===== src/rtl/pgs_pkg.sv =====
package pgs_pkg;

   localparam int unsigned NUM_STAGES = 3;

   typedef enum logic [2:0] {
      ST_IDLE     = 3'd0,
      ST_S1_RUN   = 3'd1,
      ST_S1_HOLD  = 3'd2,
      ST_S2_RUN   = 3'd3,
      ST_S2_HOLD  = 3'd4,
      ST_S3_ON    = 3'd5,
      ST_S1_REARM = 3'd6,
      ST_S2_REARM = 3'd7
   } seq_st_t;

   // Active-high view of which stages a state asserts; bit 0 = stage one.
   function automatic logic [NUM_STAGES-1:0] stage_mask(input seq_st_t st);
      logic [NUM_STAGES-1:0] m;
      case (st)
         ST_IDLE:                              m = 3'b000;
         ST_S1_RUN, ST_S1_HOLD, ST_S1_REARM:   m = 3'b001;
         ST_S2_RUN, ST_S2_HOLD, ST_S2_REARM:   m = 3'b011;
         ST_S3_ON:                             m = 3'b111;
         default:                              m = 3'b000;
      endcase
      return m;
   endfunction

   // Rounded conversion of a duration in nanoseconds to clock cycles.
   function automatic longint unsigned ns_to_cycles(input longint unsigned clk_hz,
                                                    input longint unsigned dur_ns);
      return (clk_hz * dur_ns + 64'd500_000_000) / 64'd1_000_000_000;
   endfunction

endpackage


===== src/rtl/pgs_delay_timer.sv =====
module pgs_delay_timer #(
   parameter int unsigned        CFG_W       = 24,
   parameter logic [CFG_W-1:0]   DEF_CYC     = 24'd75000,
   parameter bit                 ALLOW_CFG   = 1'b1
) (
   input  logic             clk,
   input  logic             rst_n,
   input  logic             run,
   input  logic             clr,
   input  logic [CFG_W-1:0] cfg_len,
   output logic             done
);

   logic [CFG_W-1:0] lim;
   logic [CFG_W-1:0] lim_m1;
   logic [CFG_W-1:0] cnt_q;

   generate
      if (ALLOW_CFG) begin : g_cfg
         assign lim = (cfg_len == '0) ? DEF_CYC : cfg_len;
      end else begin : g_fixed
         logic unused_cfg;
         assign unused_cfg = ^cfg_len;
         assign lim = DEF_CYC;
      end
   endgenerate

   assign lim_m1 = lim - 1'b1;

   always_ff @(posedge clk or negedge rst_n) begin
      if (!rst_n) begin
         cnt_q <= '0;
      end else if (clr || !run) begin
         cnt_q <= '0;
      end else if (cnt_q != '1) begin
         cnt_q <= cnt_q + 1'b1;
      end
   end

   assign done = run && (cnt_q >= lim_m1);

   // The counter restarts after every interval boundary
   AST_CNT_RESTART: assert property (@(posedge clk) disable iff (!rst_n)
      (clr) |=> (cnt_q == '0)) else $error("counter kept time across a state change");

endmodule


===== src/rtl/pgs_seq_fsm.sv =====
module pgs_seq_fsm
   import pgs_pkg::*;
(
   input  logic    clk,
   input  logic    rst_n,
   input  logic    start_ok,
   input  logic    gclr,
   input  logic    en_s2,
   input  logic    en_s3,
   input  logic    tmr_done,
   output logic    tmr_run,
   output logic    tmr_clr,
   output seq_st_t state_q,
   output seq_st_t state_d
);

   always_comb begin
      state_d = state_q;
      if (gclr) begin
         state_d = ST_IDLE;
      end else begin
         case (state_q)
            ST_IDLE:     if (start_ok) state_d = ST_S1_RUN;
            ST_S1_RUN:   if (tmr_done) state_d = ST_S1_HOLD;
            ST_S1_REARM: if (tmr_done) state_d = ST_S1_HOLD;
            ST_S1_HOLD:  if (en_s2)    state_d = ST_S2_RUN;
            ST_S2_RUN: begin
               if (!en_s2)        state_d = ST_S1_REARM;
               else if (tmr_done) state_d = ST_S2_HOLD;
            end
            ST_S2_REARM: begin
               if (!en_s2)        state_d = ST_S1_REARM;
               else if (tmr_done) state_d = ST_S2_HOLD;
            end
            ST_S2_HOLD: begin
               if (!en_s2)        state_d = ST_S1_REARM;
               else if (en_s3)    state_d = ST_S3_ON;
            end
            ST_S3_ON: begin
               if (!en_s2)        state_d = ST_S1_REARM;
               else if (!en_s3)   state_d = ST_S2_REARM;
            end
            default:              state_d = ST_IDLE;
         endcase
      end
   end

   always_comb begin
      case (state_q)
         ST_S1_RUN, ST_S2_RUN: tmr_run = 1'b1;
         ST_S1_REARM:          tmr_run = en_s2;
         ST_S2_REARM:          tmr_run = en_s2 && en_s3;
         default:              tmr_run = 1'b0;
      endcase
   end

   assign tmr_clr = (state_d != state_q);

   always_ff @(posedge clk or negedge rst_n) begin
      if (!rst_n) state_q <= ST_IDLE;
      else        state_q <= state_d;
   end

   AST_LEAVE_IDLE_ON_START: assert property (@(posedge clk) disable iff (!rst_n)
      (state_q != ST_IDLE && $past(state_q) == ST_IDLE) |-> (state_q == ST_S1_RUN && $past(start_ok))) else $error("idle exit without start");

   AST_S1_HOLD_AFTER_DELAY: assert property (@(posedge clk) disable iff (!rst_n)
      (state_q == ST_S1_HOLD && ($past(state_q) == ST_S1_RUN || $past(state_q) == ST_S1_REARM)) |-> $past(tmr_done)) else $error("stage one held early");

   AST_S2_HOLD_AFTER_DELAY: assert property (@(posedge clk) disable iff (!rst_n)
      (state_q == ST_S2_HOLD && ($past(state_q) == ST_S2_RUN || $past(state_q) == ST_S2_REARM)) |-> $past(tmr_done)) else $error("stage two held early");

endmodule


===== src/rtl/pgs_out_reg.sv =====
module pgs_out_reg #(
   parameter int unsigned N          = 3,
   parameter bit          ACTIVE_LOW = 1'b1
) (
   input  logic         clk,
   input  logic         rst_n,
   input  logic [N-1:0] act_d,
   output logic [N-1:0] pin_q
);

   generate
      for (genvar i = 0; i < N; i++) begin : g_bit
         if (ACTIVE_LOW) begin : g_low
            always_ff @(posedge clk or negedge rst_n) begin
               if (!rst_n) pin_q[i] <= 1'b1;
               else        pin_q[i] <= ~act_d[i];
            end
         end else begin : g_high
            always_ff @(posedge clk or negedge rst_n) begin
               if (!rst_n) pin_q[i] <= 1'b0;
               else        pin_q[i] <= act_d[i];
            end
         end
      end
   endgenerate

endmodule


===== src/rtl/pgood_seq.sv =====
module pgood_seq
   import pgs_pkg::*;
#(
   parameter longint unsigned CLK_HZ    = 250_000_000,
   parameter longint unsigned DELAY_NS  = 300_000,
   parameter int unsigned     CFG_W     = 24,
   parameter bit              ALLOW_CFG = 1'b1
) (
   input  logic                  clk,
   input  logic                  rst_n,
   input  logic                  init_done,
   input  logic                  gate_near_sup,
   input  logic                  drain_low,
   input  logic                  stage2_en,
   input  logic                  stage3_en,
   input  logic                  supply_lockout,
   input  logic                  under_volt,
   input  logic                  ext_reset,
   input  logic                  fault_timer_hit,
   input  logic                  over_volt,
   input  logic [CFG_W-1:0]      cfg_len,
   output logic [NUM_STAGES-1:0] pgood_n,
   output logic [2:0]            seq_state
);

   localparam longint unsigned DEF_CYC_L = ns_to_cycles(CLK_HZ, DELAY_NS);
   localparam longint unsigned CFG_MAX   = (64'd1 << CFG_W) - 64'd1;
   localparam logic [CFG_W-1:0] DEF_CYC  = DEF_CYC_L[CFG_W-1:0];

   generate
      if (CFG_W < 2 || CFG_W > 32) begin : g_bad_w
         $error("CFG_W must lie between 2 and 32");
      end
      if (DEF_CYC_L < 1 || DEF_CYC_L > CFG_MAX) begin : g_bad_def
         $error("default delay does not fit the counter");
      end
   endgenerate

   logic    gclr;
   logic    start_ok;
   logic    tmr_run;
   logic    tmr_clr;
   logic    tmr_done;
   seq_st_t state_q;
   seq_st_t state_d;

   assign gclr     = supply_lockout || under_volt || ext_reset || fault_timer_hit;
   assign start_ok = init_done && gate_near_sup && drain_low;

   pgs_seq_fsm u_fsm (
      .clk      (clk),
      .rst_n    (rst_n),
      .start_ok (start_ok),
      .gclr     (gclr),
      .en_s2    (stage2_en),
      .en_s3    (stage3_en),
      .tmr_done (tmr_done),
      .tmr_run  (tmr_run),
      .tmr_clr  (tmr_clr),
      .state_q  (state_q),
      .state_d  (state_d)
   );

   pgs_delay_timer #(
      .CFG_W     (CFG_W),
      .DEF_CYC   (DEF_CYC),
      .ALLOW_CFG (ALLOW_CFG)
   ) u_timer (
      .clk     (clk),
      .rst_n   (rst_n),
      .run     (tmr_run),
      .clr     (tmr_clr),
      .cfg_len (cfg_len),
      .done    (tmr_done)
   );

   pgs_out_reg #(
      .N          (NUM_STAGES),
      .ACTIVE_LOW (1'b1)
   ) u_out (
      .clk   (clk),
      .rst_n (rst_n),
      .act_d (stage_mask(state_d)),
      .pin_q (pgood_n)
   );

   assign seq_state = state_q;

   AST_ORDER_ONE_TWO: assert property (@(posedge clk) disable iff (!rst_n)
      !pgood_n[1] |-> !pgood_n[0]) else $error("stage two without stage one");

   AST_ORDER_TWO_THREE: assert property (@(posedge clk) disable iff (!rst_n)
      !pgood_n[2] |-> !pgood_n[1]) else $error("stage three without stage two");

   AST_GLOBAL_CLEAR: assert property (@(posedge clk) disable iff (!rst_n)
      gclr |=> (pgood_n == 3'b111 && seq_state == 3'd0)) else $error("global clear ignored");

   AST_EN2_CLEARS: assert property (@(posedge clk) disable iff (!rst_n)
      !stage2_en |=> (pgood_n[1] && pgood_n[2])) else $error("stage two held with enable low");

   AST_EN3_CLEARS: assert property (@(posedge clk) disable iff (!rst_n)
      !stage3_en |=> pgood_n[2]) else $error("stage three held with enable low");

   AST_OV_IGNORED: assert property (@(posedge clk) disable iff (!rst_n)
      (over_volt && !gclr && stage2_en && stage3_en && seq_state == 3'd5) |=> (pgood_n == 3'b000)) else $error("overvoltage disturbed outputs");

endmodule


===== config.mk =====
export PLATFORM = sky130hd
export DESIGN_NAME = pgood_seq
export DESIGN_NICKNAME = d
export VERILOG_FILES = /design/src/rtl/pgs_pkg.sv /design/src/rtl/pgs_delay_timer.sv /design/src/rtl/pgs_seq_fsm.sv /design/src/rtl/pgs_out_reg.sv /design/src/rtl/pgood_seq.sv
export SDC_FILE = /design/constraint.sdc
export NUM_CORES = 1
export LEC_CHECK = 0
export BUFFER_PORTS_ARGS = -buffer_cell sky130_fd_sc_hd__buf_4
export CAP_MARGIN = 5
export CORE_MARGIN = 3
export CORE_UTILIZATION = 52
export DETAILED_ROUTE_END_ITERATION = 12
export PLACE_DENSITY = 0.77
export SYNTH_ARGS = -nofsm -noshare
export SYNTH_HDL_FRONTEND = slang
export SYNTH_SLANG_ARGS = --single-unit

===== constraint.sdc =====
create_clock -name clk -period 2.7 [get_ports clk]
set_input_delay 0.27 -clock clk [delete_from_list [all_inputs] [get_ports clk]]
set_output_delay 0.27 -clock clk [all_outputs]
set_load 0.01 [all_outputs]

* After elaboration in Yosys (flattened, before gate mapping)
Memory sizes are Yosys's and may differ from the RTL's.
Cells that the tools add are included.
** Operators by class
- Equality and inequality tests :: 9
- Bitwise gates (word level) :: 3
- Add/subtract/negate cells :: 2
- Multiplexer cells :: 15
- $lt $le $gt $ge :: 1
- Reductions and logical operators :: 15
** Operators by type and width (number)
- two-way mux 24 bit :: 3
- two-way mux 3 bit :: 10
- adder 24 x 1 -> 24 bit, second input constant :: 1
- greater-or-equal comparator 24 bit :: 1
- logical NOT 24 bit :: 1
- inequality test 24 bit, second input constant :: 1
- subtractor 24 x 1 -> 24 bit, second input constant :: 1
- one-hot mux 3 bit (6 select lines) :: 1
- == test 3 bit, second input constant :: 4
- == test 3 x 2 -> 1 bit, second input constant :: 2
- OR reduction 2 bit :: 3
- logical AND 1 bit :: 4
- logical OR 1 bit :: 4
- == test 3 x 1 -> 1 bit, second input constant :: 1
- logical NOT 3 bit :: 1
- inequality test 3 bit :: 1
- inverter 1 bit :: 3
- one-hot mux 1 bit (3 select lines) :: 1
- nonzero test 2 bit :: 1
- logical NOT 1 bit :: 1
** Storage, ports and cells
- Word-level logic and storage cells :: 51
- Register bits after elaboration :: 30
- Input port bits :: 36
- Output and inout port bits :: 6
- ROM bits :: 24
- Memories kept :: 1
** Memory list
- (name not given) :: depth 8, width 3, rd ports 1, clocked after memory_dff 0, wr ports 0, line pgs_pkg.sv:19 : case (st)

* Longest topological paths before layout
Gate-level depths: netlist of the first run.
- Depth in word-level cells :: 12
- Mapped depth :: 17
- Mapped depth without buffers :: 15

* Hierarchy
A second synthesis of the first run with hierarchy kept.
** Second synthesis, totals
- Cells, all modules :: 331
- Area, all modules :: 2797.7 µm²
** Modules (own cells, without submodules)
- pgs_delay_timer :: cells each 281, area an instance 2342.2 µm², sequential area each 600.6 µm², times used 1
- pgs_seq_fsm :: cells each 39, area an instance 325.3 µm², sequential area each 75.1 µm², times used 1
- pgs_out_reg :: cells each 6, area an instance 90.1 µm², sequential area each 78.8 µm², times used 1
- pgood_seq :: cells each 5, area an instance 40.0 µm², sequential area each 0.0 µm², times used 1

* Worst setup path after synthesis of the first run
Ideal clock, no wire load.
- Kind :: input to register
- Start :: input port cfg_len[3]
- End :: register u_out.pin_q[2]
- Slack :: -1655 ps
- Cell stages on the path :: 16
- Buffers on the path :: 1
- Setup time :: 104 ps
- Arrival time :: 4250 ps
- Data required time :: 2596 ps
- Path through :: or4_4 -> or3_1 -> or3_4 -> nor4_4 -> or2_1 -> buf_6 -> nor3_1 -> xnor2_1 -> ha_1 -> a211oi_1 -> o22ai_1 -> a211o_1 -> a211oi_1 -> a22oi_1 -> a2111oi_0 -> nand3_1
** On the way
- Longest elaborated chain between the ends :: 11
- Elaborated cells between the ends (all ways) :: 12
- Classes of those cells :: add/sub: 1; order compare: 1; mux: 6; bitwise: 1; reduce/logical: 2; memory: 1
** RTL lines
- from (decl) :: line pgood_seq.sv:21 : input logic [CFG_W-1:0] cfg_len,
- logical NOT 24 bit :: line pgs_delay_timer.sv:20 : assign lim = (cfg_len == '0) ? DEF_CYC : cfg_len;
- two-way mux 24 bit (*) :: line pgs_delay_timer.sv:20
- subtractor 24 x 1 -> 24 bit (*) :: line pgs_delay_timer.sv:28 : assign lim_m1 = lim - 1'b1;
- greater-or-equal comparator 24 bit (*) :: line pgs_delay_timer.sv:40 : assign done = run && (cnt_q >= lim_m1);
- logical AND 1 bit (*) :: line pgs_delay_timer.sv:40
- two-way mux 3 bit :: line pgs_seq_fsm.sv:29, pgs_seq_fsm.sv:33
- two-way mux 3 bit :: line pgs_seq_fsm.sv:32 : if (!en_s2) state_d = ST_S1_REARM;
- one-hot mux 3 bit (6 select lines) (*) :: line pgs_seq_fsm.sv:22 : case (state_q)
- two-way mux 3 bit (*) :: line pgs_seq_fsm.sv:19 : if (gclr) begin
- named net state_d[0] :: line pgood_seq.sv:45 : seq_st_t state_d;
- memory (8 x 3 bit) (*)
- inverter 1 bit (*) :: line pgs_out_reg.sv:16 : else pin_q[i] <= ~act_d[i];
- to (signal, indexed assignment) :: line pgs_out_reg.sv:16
- to (decl) :: line pgs_out_reg.sv:8 : output logic [N-1:0] pin_q
Mark *: on every way through the listed nets, which the timed path passes. The rest lies on a longest branch.
A chain may end at the register's enable or synchronous reset.

* Final worst setup path of the first run
Same ends and word-level chain as after synthesis.

==> impl_metrics.env, run 1 <==
export IMPL_path_buf_inv=1
export IMPL_postPlaceCellArea_um2=3270
export IMPL_max_slew_worst_pin_slew_ns=0.583
export IMPL_die_y_um=76.2
export IMPL_violations="setup timing"
export IMPL_vias=2583
export IMPL_critPathSlowestCell="or4_4"
export IMPL_ant_nets=0
export IMPL_grt_max_degree=31
export IMPL_syn_area_um2=2560
export IMPL_rsz0062_at_grt="yes"
export IMPL_post_route_drc_count=0
export IMPL_io_buffer_count=40
export IMPL_antennaDiodeCount=0
export IMPL_arrival_ns=4.19
export IMPL_clockBufferDepth=2
export IMPL_gp_congestion=0.839
export IMPL_via_per_inst=5.70
export IMPL_wire_per_inst_um=15.5
export IMPL_initial_core_util=0.561
export IMPL_dr_pass1_iters=5
export IMPL_critPathLaunchType="primary input"
export IMPL_ir_drop_uv=299
export IMPL_crit_chain="buf_6 -> or4_4 -> or3_4 -> or3_4 -> nor4_4 -> or2_4 -> nor3_4 -> xnor2_1 -> ha_1 -> a211oi_2 -> o22ai_1 -> a211o_1 -> a211oi_4 -> a22oi_2 -> a2111oi_4 -> nand3_1"
export IMPL_grt_pass1_wl_mm=12.0
export IMPL_setup_ws_ns=-1.30
export IMPL_hold_viol_final=0
export IMPL_place_hpwl_mm=5.27
export IMPL_routed_wl_mm=7.02
export IMPL_ios=42
export IMPL_grt_usage=0.250
export IMPL_die_width_um=76.2
export IMPL_grt_pass1_vias=2617
export IMPL_drive_gt1_frac=0.322
export IMPL_ys_ff_latch=30
export IMPL_synth_async_sr_flop_share=1.00
export IMPL_cap_violations=0
export IMPL_power_density_nw_per_um2=280
export IMPL_worstPathRequired_ns=2.88
export IMPL_area_growth_syn_to_layout_pct=37.3
export IMPL_p_leak_nw=1.49
export IMPL_post_route_cell_area_um2=3520
export IMPL_fin_crit_ns=4.00
export IMPL_cpPeakStageDelay_ns=0.53
export IMPL_fin_skew_ns=0.00364
export IMPL_slew_headroom=0.608
export IMPL_dp_cells=439
export IMPL_synth_top_area_cell="dfrtp_1"
export IMPL_finalSetupViolCount=29
export IMPL_n_fill_cell=342
export IMPL_synth_edf_count=0
export IMPL_synth_top_area_share=0.264
export IMPL_synthCells=300
export IMPL_cts_htree_levels=2
export IMPL_cp_top_family="simple AND/OR/NAND/NOR gates"
export IMPL_outcome="complete, but fails checks"
export IMPL_rows=24
export IMPL_fmaxAchievable_ghz=0.250
export IMPL_yosys_most_used_dff="dfrtp_1"
export IMPL_synthDistinctLibCells=48
export IMPL_crit_path_max_fanout=5
export IMPL_ys_top_cells_by_area="dfrtp_1 (26%), ha_1 (13%), xnor2_1 (11%), nor2_1 (7.0%), xor2_1 (3.8%)"
export IMPL_clkSlewWorstSetupHoldPaths_ns=0.06
export IMPL_path_class="in -> reg"
export IMPL_grt_antenna_before_repair=0
export IMPL_report_final_slew_viol_count=0
export IMPL_numCtsBuffers=5
export IMPL_finalCritPeriodShare=1.48
export IMPL_syn_nets=362
export IMPL_synth_area_per_cell_um2=8.53
export IMPL_crit_path_frequent_cell="or3_4"
export IMPL_die_area_um2=5800
export IMPL_yosys_warnings=0
export IMPL_core_um2=4560
export IMPL_drtIter0Drc=170
export IMPL_cts_root_buffer="clkbuf_8"
export IMPL_final_cells=453
export IMPL_cts_tree="yes"
export IMPL_ys_seq_area_frac=0.295
export IMPL_nNetsFinal=449
export IMPL_hold_class="in -> reg"
export IMPL_clkLatencyLatePin_ns=0.28
export IMPL_end_kind="register"
export IMPL_grt_overflow=0
export IMPL_clock_sinks=30
[path summary, 6_finish.rpt]
kind / from / endpoint / slack, ns / depth (start not counted)
setup / recovery: cfg_len[3] / u_out.pin_q[2]$_DFF_PN1_ / -1.30 / 16
hold / removal: fault_timer_hit / u_fsm.state_q[1]$_DFF_PN0_ / 0.28 / 4
setup reg to reg: u_timer.cnt_q[0]$_DFFE_PN0P_ / u_out.pin_q[2]$_DFF_PN1_ / 0.15 / 10
hold reg to reg: u_timer.cnt_q[9]$_DFFE_PN0P_ / u_timer.cnt_q[9]$_DFFE_PN0P_ / 0.58 / 2
max in group asynchronous: rst_n / u_out.pin_q[0]$_DFF_PN1_ / 1.91 / 2
min in group asynchronous: rst_n / u_fsm.state_q[2]$_DFF_PN0_ / 0.47 / 2
[registers in the layout (all words and copies together) (netlist names)]
signal and cells:
u_timer.cnt_q 24, u_fsm.state_q 3, u_out.pin_q 3
[synthesized netlist by cell type, drive strengths merged (3+ instances only)]
master	instances
nand4	10
nand2	21
and4	4
and3	5
clkbuf	6
nor3	10
inv	11
nand3	12
a211oi	4
xnor2	31
or4	4
a21oi	9
o21ai	8
or3	4
dfrtp	27
nor2	48
nand2b	5
a211o	3
ha	26
nor4	11
xor2	11
dfstp	3
[where the power goes]
part	switching, W	total (W)	internal [W]
Sequential	0.000000257	0.000450	0.000450
Clock	0.000168	0.000373	0.000205
Combinational	0.0000724	0.000161	0.0000888
[per-stage QoR]
| stage | power, W | TNS [ns] | util | hold slack, ns | setup WS, ns |
|---|---|---|---|---|---|
| floorplan | 0.000509 | -39.49 | - | -0.0256 | -1.41 |
| global placement | 0.000608 | -43.83 | 0.717 | 0.222 | -1.60 |
| detailed placement | 0.000614 | -46.07 | 0.717 | 0.231 | -1.68 |
| CTS | 0.000995 | -32.44 | 0.762 | 0.278 | -1.19 |
| global route | 0.00103 | -38.63 | 0.770 | 0.301 | -1.42 |
| finish | 0.000985 | -34.08 | 0.770 | 0.282 | -1.30 |
[routing by layer]
metal	global-route usage	up-vias	share of wire
li1	-	1254	-
met1	0.312	1230	0.42
met2	0.441	87	0.51
met3	0.0496	12	0.053
met4	0.0670	0	0.015
met5	0	-	0
[cell type report]
class	instances	area, um^2	area share
repair buffers	88	694	0.198
inverters	11	41.3	0.0117
clock inverters	1	5.00	0.00142
well taps	65	81.3	0.0231
multi-input cells	251	1850	0.527
clock buffers	7	86.3	0.0246
flip-flops and latches	30	754	0.215
[what timing repair did]
| item | CTS | global route |
|---|---|---|
| hold buffers | 1 | 0 |
| pin swaps | 5 | 2 |
| endpoints found under the setup margin | 29 | 29 |
| gates resized for setup | 15 | 5 |
| buffers inserted | 3 | 2 |
| hold endpoints to repair | 27 | 0 |
[kinds of logic (layout without fill, tap and decap cells)]
family,count (synthesis),count (layout),share of synthesized area
buffers and inverters,19,107,0.0323
AO/OA/AOI/OAI,41,41,0.111
adder cells (fa/ha/maj),26,26,0.127
multiplexers,1,1,0.00391
flip-flops,30,30,0.295
XOR/XNOR,42,42,0.144
AND/OR/NAND/NOR,141,141,0.287
[worst reg2reg max path, delay by kind of cell, from the launching register on]
family | cells | cell delay [ns]
compound gates | 4 | 1.23
simple gates | 3 | 0.41
flops | 1 | 0.35
fa+ha+maj | 1 | 0.27
buf+inv | 2 | 0.20
[placed cells by master (no fill, tap or decap), types with 2 or more instances in the layout]
cell type	n
buf_6	5
or3_1	2
ha_1	26
nor2_2	2
a21oi_1	7
inv_1	11
nor2_1	46
a211o_1	3
buf_4	81
nor4_2	2
a211oi_1	2
o21ai_0	7
and2_1	2
nor2b_1	2
or3_4	2
a41oi_1	2
nand3_1	12
dfrtp_1	27
a21oi_2	2
and4_1	4
xor2_1	11
nand2_1	21
nand4_1	10
or4_4	3
a22oi_2	2
clkbuf_8	6
xnor2_1	30
nor3_1	7
nor4_1	8
dfstp_2	3
a31o_2	2
and3_1	5
nor3_2	2
nand2b_1	4
Note: power is estimated with default switching activity, not from simulation.
==> run 2, diff against run 1 <==
--- a/config.mk
+++ b/config.mk
@@ -13,4 +13,5 @@
 export PLACE_DENSITY = 0.77
 export SYNTH_ARGS = -nofsm -noshare
 export SYNTH_HDL_FRONTEND = slang
+export SYNTH_HIERARCHICAL = 1
 export SYNTH_SLANG_ARGS = --single-unit
==> run 2 against run 1 <==
The flow still finishes with violations (setup timing); area after synthesis rose by 9.3%; critical path depth is 7 higher; final area increased by 24%; via count up 27%; sequential cell count is the same; largest cell class unchanged; largest power group unchanged; highest routed layer unchanged.
==> impl_metrics.env, run 2 <==
export IMPL_drive_gt1_frac=0.453
export IMPL_fin_skew_ns=0.0112
export IMPL_ios=42
export IMPL_synth_edf_count=0
export IMPL_synth_top_area_share=0.242
export IMPL_ys_seq_area_frac=0.270
export IMPL_final_common_cell="buf_4"
export IMPL_arrival_ns=4.24
export IMPL_vias=3281
export IMPL_clkLatencyLatePin_ns=0.28
export IMPL_io_buffer_count=40
export IMPL_finalCritPeriodShare=1.49
export IMPL_place_hpwl_mm=6.31
export IMPL_ant_nets=0
export IMPL_power_density_nw_per_um2=235
export IMPL_setup_ws_ns=-1.34
export IMPL_critPathSlowestCell="or4_4"
export IMPL_switchingPower_w=0.000262
export IMPL_routed_wl_mm=10.2
export IMPL_die_area_um2=6300
export IMPL_max_slew_worst_pin_slew_ns=0.826
export IMPL_wire_per_inst_um=19.3
export IMPL_cts_root_buffer="clkbuf_8"
export IMPL_grt_pass1_vias=3188
export IMPL_rsz0062_at_grt="yes"
export IMPL_clkSlewWorstSetupHoldPaths_ns=0.07
export IMPL_die_width_um=79.4
export IMPL_grt_overflow=0
export IMPL_fin_crit_ns=4.04
export IMPL_ys_ff_latch=30
export IMPL_violations="setup timing"
export IMPL_critPathLaunchType="primary input"
export IMPL_synthTopCellsByCount="nand2_1 (33), nor2_1 (28), dfrtp_1 (27), ha_1 (26), a21oi_1 (17)"
export IMPL_syn_area_um2=2800
export IMPL_worstPathRequired_ns=2.90
export IMPL_crit_path_frequent_cell="buf_12"
export IMPL_largest_register="u_timer/cnt_q"
export IMPL_final_setup_tns_ns=-34.62
export IMPL_slew_headroom=0.445
export IMPL_gp_congestion=0.891
export IMPL_switching_share=0.256
export IMPL_cts_tree="yes"
export IMPL_die_y_um=79.4
export IMPL_place_worst_setup_slack_ns=-1.50
export IMPL_power_w=0.00102
export IMPL_core_um2=5140
export IMPL_rows=26
export IMPL_grt_usage=0.299
export IMPL_crit_path_max_fanout=8
export IMPL_syn_nets=393
export IMPL_grt_pass1_wl_mm=15.0
export IMPL_reg_top3="u_timer/cnt_q (24), u_fsm/state_q (3), u_out/pin_q (3)"
export IMPL_postPlaceCellArea_um2=3840
export IMPL_power_frac_clock=0.367
export IMPL_synthCells=331
export IMPL_cts_htree_levels=2
export IMPL_nNetsFinal=520
export IMPL_end_kind="register"
export IMPL_synth_most_common_cell="nand2_1"
export IMPL_r2r_start="u_timer/cnt_q[21]$_DFFE_PN0P_"
export IMPL_p_leak_nw=1.80
export IMPL_cap_violations=0
export IMPL_area_growth_syn_to_layout_pct=55.3
export IMPL_clockBufferDepth=2
export IMPL_fmaxAchievable_ghz=0.248
export IMPL_share_comb_of_total_power=0.192
export IMPL_layout_common_cells="buf_4 (116), nand2_1 (30), dfrtp_1 (27), ha_1 (25), nor2_1 (20)"
export IMPL_seqPwrFrac=0.441
export IMPL_report_final_slew_viol_count=0
export IMPL_crit_chain="buf_8 -> buf_12 -> inv_12 -> ha_4 -> nor3b_4 -> nand2_2 -> or4_4 -> xnor2_2 -> nor2_1 -> ha_1 -> buf_4 -> nand4_1 -> nor3_1 -> a31o_2 -> nand2_2 -> nor4bb_4 -> o32ai_2 -> o31ai_2 -> nand2b_4 -> buf_12 -> buf_12 -> buf_4 -> a21oi_4"
export IMPL_cp_top_family="simple AND/OR/NAND/NOR gates"
export IMPL_hold_viol_final=0
export IMPL_post_route_drc_count=0
export IMPL_initial_core_util=0.544
export IMPL_path_buf_inv=7
export IMPL_dr_pass1_iters=5
export IMPL_post_route_cell_area_um2=4340
export IMPL_startpoint="cfg_len[0]"
export IMPL_n_fill_cell=290
export IMPL_path_class="in -> reg"
export IMPL_finalSetupViolCount=30
export IMPL_numCtsBuffers=5
export IMPL_yosys_warnings=6
export IMPL_largest_reg_flops=24
export IMPL_grt_max_degree=31
export IMPL_final_cells=529
export IMPL_synth_top_area_cell="dfrtp_1"
export IMPL_ys_top_cells_by_area="dfrtp_1 (24%), ha_1 (12%), nand2_1 (4.4%), xnor2_1 (4.1%), nor2_1 (3.8%)"
export IMPL_yosys_most_used_dff="dfrtp_1"
export IMPL_clock_sinks=30
export IMPL_via_per_inst=6.20
export IMPL_ir_drop_uv=409
export IMPL_cpPeakStageDelay_ns=0.50
export IMPL_synth_async_sr_flop_share=1.00
export IMPL_outcome="complete, but fails checks"
export IMPL_synth_area_per_cell_um2=8.45
export IMPL_hold_class="in -> async"
export IMPL_synthDistinctLibCells=64
export IMPL_grt_antenna_before_repair=0
export IMPL_drtIter0Drc=206
export IMPL_antennaDiodeCount=0
export IMPL_power_internal_w=0.000760
export IMPL_dp_cells=511
-- run 2: worst register-to-register path, cell delays in order (launching register included) --
cell and delay, ns:
dfrtp_1 0.42, ha_1 0.34, nand4_1 0.19, nor4_4 0.24, a22oi_2 0.13, a31oi_1 0.17
a31o_2 0.19, nand2_2 0.07, nor4bb_4 0.15, o32ai_2 0.29, o31ai_2 0.14, nand2b_4 0.18
buf_12 0.12, buf_12 0.13, buf_4 0.15, a21oi_4 0.13
-- run 2: per-stage QoR --
stage          hold slack (ns)   util
2_1_floorplan          -0.0256      -
3_3_place_gp             0.223  0.748
3_5_place_dp             0.223  0.748
4_1_cts                  0.465  0.820
5_1_grt                  0.499  0.845
6_report                 0.476  0.845
-- run 2: final timing paths --
path / to / slack [ns] / depth (start not counted)
max in group asynchronous: u_out/pin_q[1]$_DFF_PN1_ / 1.90 / 2
min in group clk: u_fsm/state_q[2]$_DFF_PN0_ / 0.54 / 5
setup / recovery: u_timer/cnt_q[12]$_DFFE_PN0P_ / -1.34 / 23
setup reg to reg: u_timer/cnt_q[12]$_DFFE_PN0P_ / -0.42 / 15
hold reg to reg: u_timer/cnt_q[10]$_DFFE_PN0P_ / 0.63 / 2
hold / removal: u_timer/cnt_q[17]$_DFFE_PN0P_ / 0.48 / 2
-- run 2: kinds of logic after synthesis --
kind of cell	share of synthesized area
mux	0.0313
flops	0.270
xor+xnor	0.0689
fa+ha+maj	0.116
compound gates	0.171
buf+inv	0.0331
simple gates	0.309
-- run 2: power by group through the flow --
stage               clock, W  combinational, W  sequential, W
finish              0.000375          0.000196       0.000450
global route        0.000397          0.000212       0.000450
CTS                 0.000375          0.000185       0.000450
detailed placement         0          0.000176       0.000458
global placement           0          0.000169       0.000458
floorplan                  0         0.0000575       0.000459
-- run 2: cell type report --
type | count | area [um^2] | area share
Clock buffer | 7 | 86.3 | 0.0199
Clock inverter | 1 | 5.00 | 0.00115
Inverter | 12 | 60.1 | 0.0138
Multi-Input combinational cell | 281 | 2310 | 0.531
Sequential cell | 30 | 754 | 0.174
Tap cell | 70 | 87.6 | 0.0202
Timing Repair Buffer | 128 | 1040 | 0.240
-- run 2: what timing repair did --
| item | in CTS | in global routing |
|---|---|---|
| hold endpoints to repair | 27 | 0 |
| gates cloned | 0 | 0 |
| hold buffers | 1 | 0 |
| resized for setup | 50 | 20 |
| setup buffers | 7 | 3 |
| pin swaps | 20 | 9 |
| endpoints found under the setup margin | 30 | 30 |
-- run 2: routing by layer --
metal / wire [um] / vias to the layer above / global-route usage
met3: 773 / 36 / 0.0397
met1: 4210 / 1558 / 0.393
li1: - / 1501 / -
met2: 4920 / 186 / 0.504
met5: 0 / - / 0
met4: 310 / 0 / 0.105
==> run 3, diff against run 2 <==
--- a/config.mk
+++ b/config.mk
@@ -8,9 +8,9 @@
 export BUFFER_PORTS_ARGS = -buffer_cell sky130_fd_sc_hd__buf_4
 export CAP_MARGIN = 5
 export CORE_MARGIN = 3
-export CORE_UTILIZATION = 52
+export CORE_UTILIZATION = 58
 export DETAILED_ROUTE_END_ITERATION = 12
-export PLACE_DENSITY = 0.77
+export PLACE_DENSITY = 0.82
 export SYNTH_ARGS = -nofsm -noshare
 export SYNTH_HDL_FRONTEND = slang
 export SYNTH_HIERARCHICAL = 1
==> constraint.sdc (replaced) <==
create_clock -name clk -period 4.47 [get_ports clk]
set_input_delay 0.447 -clock clk [delete_from_list [all_inputs] [get_ports clk]]
set_output_delay 0.447 -clock clk [all_outputs]
set_load 0.01 [all_outputs]
==> run 3 against run 2 <==
Sequential cell count unchanged; the flow now finishes without violations; clock-buffer cell count down 2; clock power down 29%; largest cell class unchanged; non-clock buffer count down 64; final area down 21%; via count down 13%; critical path type unchanged.
==> impl_metrics.env, run 3 (synthesis results as in run 2) <==
export IMPL_critPathSlowestCell="or4_1"
export IMPL_n_fill_cell=337
export IMPL_reg_top3="u_timer/cnt_q (24), u_fsm/state_q (3), u_out/pin_q (3)"
export IMPL_finalCritPeriodShare=0.956
export IMPL_grt_antenna_before_repair=0
export IMPL_area_growth_syn_to_layout_pct=23.0
export IMPL_clkSlewWorstSetupHoldPaths_ns=0.07
export IMPL_end_kind="register"
export IMPL_wire_per_inst_um=16.6
export IMPL_core_um2=4500
export IMPL_dp_cells=439
export IMPL_r2r_start="u_fsm/state_q[0]$_DFF_PN0_"
export IMPL_post_route_drc_count=0
export IMPL_path_buf_inv=4
export IMPL_fmaxAchievable_ghz=0.234
export IMPL_grt_pass1_wl_mm=11.8
export IMPL_vias=2840
export IMPL_cp_top_family="simple AND/OR/NAND/NOR gates"
export IMPL_via_per_inst=6.35
export IMPL_fin_skew_ns=0.00666
export IMPL_reg2reg_depth=13
export IMPL_final_common_cell="buf_4"
export IMPL_clkLatencyLatePin_ns=0.28
export IMPL_grt_overflow=0
export IMPL_p_leak_nw=1.40
export IMPL_outcome="finished, final reports clean"
export IMPL_fin_crit_ns=4.27
export IMPL_hold_class="in -> async"
export IMPL_cap_violations=0
export IMPL_drive_gt1_frac=0.248
export IMPL_cpPeakStageDelay_ns=0.52
export IMPL_place_hpwl_mm=5.65
export IMPL_hold_viol_final=0
export IMPL_die_y_um=75.5
export IMPL_gp_congestion=0.931
export IMPL_clockBufferDepth=2
export IMPL_numCtsBuffers=5
export IMPL_worstPathRequired_ns=4.70
export IMPL_layout_common_cells="buf_4 (64), nand2_1 (33), nor2_1 (28), dfrtp_1 (27), ha_1 (26)"
export IMPL_rr_endpoint="u_timer/cnt_q[7]$_DFFE_PN0P_"
export IMPL_grt_pass1_vias=2535
export IMPL_drtIter0Drc=226
export IMPL_cts_tree="yes"
export IMPL_largest_register="u_timer/cnt_q"
export IMPL_power_density_nw_per_um2=181
export IMPL_finalSetupViolCount=0
export IMPL_r2r_slack_ns=1.05
export IMPL_io_buffer_count=40
export IMPL_ios=42
export IMPL_postCtsHoldBufs=0
export IMPL_critPathLaunchType="primary input"
export IMPL_ant_nets=0
export IMPL_grt_usage=0.269
export IMPL_clock_sinks=30
export IMPL_cts_root_buffer="clkbuf_8"
export IMPL_crit_path_max_fanout=5
export IMPL_initial_core_util=0.621
export IMPL_nNetsFinal=456
export IMPL_arrival_ns=4.50
export IMPL_antennaDiodeCount=0
export IMPL_largest_reg_flops=24
export IMPL_cts_setup_buffers=0
export IMPL_routed_wl_mm=7.43
export IMPL_final_cells=447
export IMPL_slew_headroom=0.433
export IMPL_crit_chain="buf_4 -> inv_1 -> ha_1 -> nor3b_2 -> buf_4 -> nand2_1 -> or4_1 -> xnor2_1 -> nor2_1 -> ha_1 -> buf_4 -> nand4_1 -> nor3_1 -> a31o_2 -> nand2_1 -> nor4bb_1 -> o32ai_1 -> o31ai_2 -> nand2b_1 -> or4_1 -> nand2_1"
export IMPL_rsz0062_at_grt="no"
export IMPL_path_class="in -> reg"
export IMPL_ir_drop_uv=277
export IMPL_cts_htree_levels=2
export IMPL_place_worst_setup_slack_ns=-0.176
export IMPL_setup_ws_ns=0.195
export IMPL_grt_max_degree=31
export IMPL_die_width_um=75.5
export IMPL_report_final_slew_viol_count=0
export IMPL_max_slew_worst_pin_slew_ns=0.846
export IMPL_rows=24
export IMPL_die_area_um2=5690
export IMPL_dr_pass1_iters=5
[run 3: changes by cell type in the layout (fill, tap and decap cells not counted), moves of 5 or more]
cell	previous run	this run
buf_6	6	0
buf_4	116	64
a21oi_1	5	17
nor4_1	7	12
nor2_4	5	0
nor2_1	20	28
a21oi_2	10	0
[run 3: area by class of cell]
class | count | area, um^2 | share of cell area
clock inverters | 3 | 40.0 | 0.0116
multi-input cells | 281 | 1990 | 0.578
well taps | 52 | 65.1 | 0.0189
inverters | 12 | 45.0 | 0.0131
repair buffers | 64 | 480 | 0.140
clock buffers | 5 | 68.8 | 0.0200
flip-flops and latches | 30 | 754 | 0.219
[run 3: layer usage]
metal	part of all wire	global-route usage
met1	0.45	0.382
met2	0.47	0.429
met3	0.060	0.0303
met4	0.018	0.0893
met5	0	0
[run 3: worst max path at each step]
stage | startpoint | endpoint | slack, ns | depth (start not counted)
2_1_floorplan | cfg_len[0] | u_timer/cnt_q[7]$_DFFE_PN0P_ | 0.10 | 21
4_1_cts | cfg_len[15] | u_timer/cnt_q[7]$_DFFE_PN0P_ | 0.12 | 20
3_5_place_dp | cfg_len[15] | u_timer/cnt_q[7]$_DFFE_PN0P_ | -0.18 | 20
3_3_place_gp | cfg_len[15] | u_timer/cnt_q[7]$_DFFE_PN0P_ | -0.05 | 20
6_report | cfg_len[0] | u_timer/cnt_q[7]$_DFFE_PN0P_ | 0.20 | 21
5_1_grt | cfg_len[0] | u_timer/cnt_q[7]$_DFFE_PN0P_ | 0.02 | 20
[run 3: timing repair]
| action | CTS | global route |
|---|---|---|
| endpoints found under the setup margin | 0 | 24 |
| resized for setup | 0 | 8 |
| endpoints found under the hold margin | 0 | 0 |
[run 3: where the power goes]
part / internal (W) / switching, W
Combinational: 0.0000424 / 0.0000408
Clock: 0.000164 / 0.000104
Sequential: 0.000272 / 0.000000193
[run 3: stage by stage]
stage                     total power (W)  hold slack, ns  TNS, ns  utilization  cell area, um^2
after global placement           0.000355           0.394  -0.0508        0.732             3300
after detailed placement         0.000358           0.393   -0.714        0.732             3300
after CTS                        0.000627          0.0897        0        0.756             3400
after floorplan                  0.000308           0.151        0            -             2800
after global routing             0.000651          0.0950        0        0.764             3440
final                            0.000623          0.0780        0        0.764             3440
[run 3: worst reg2reg max path: stages, from the launching register on]
cell and delay (ns):
dfrtp_1 0.46, inv_1 0.13, o21ai_1 0.17, o22ai_1 0.35
nand4_1 0.19, nor3_1 0.28, a31o_2 0.25, nand2_1 0.08
nor4bb_1 0.17, o32ai_1 0.35, o31ai_2 0.16, nand2b_1 0.20
or4_1 0.52, nand2_1 0.08
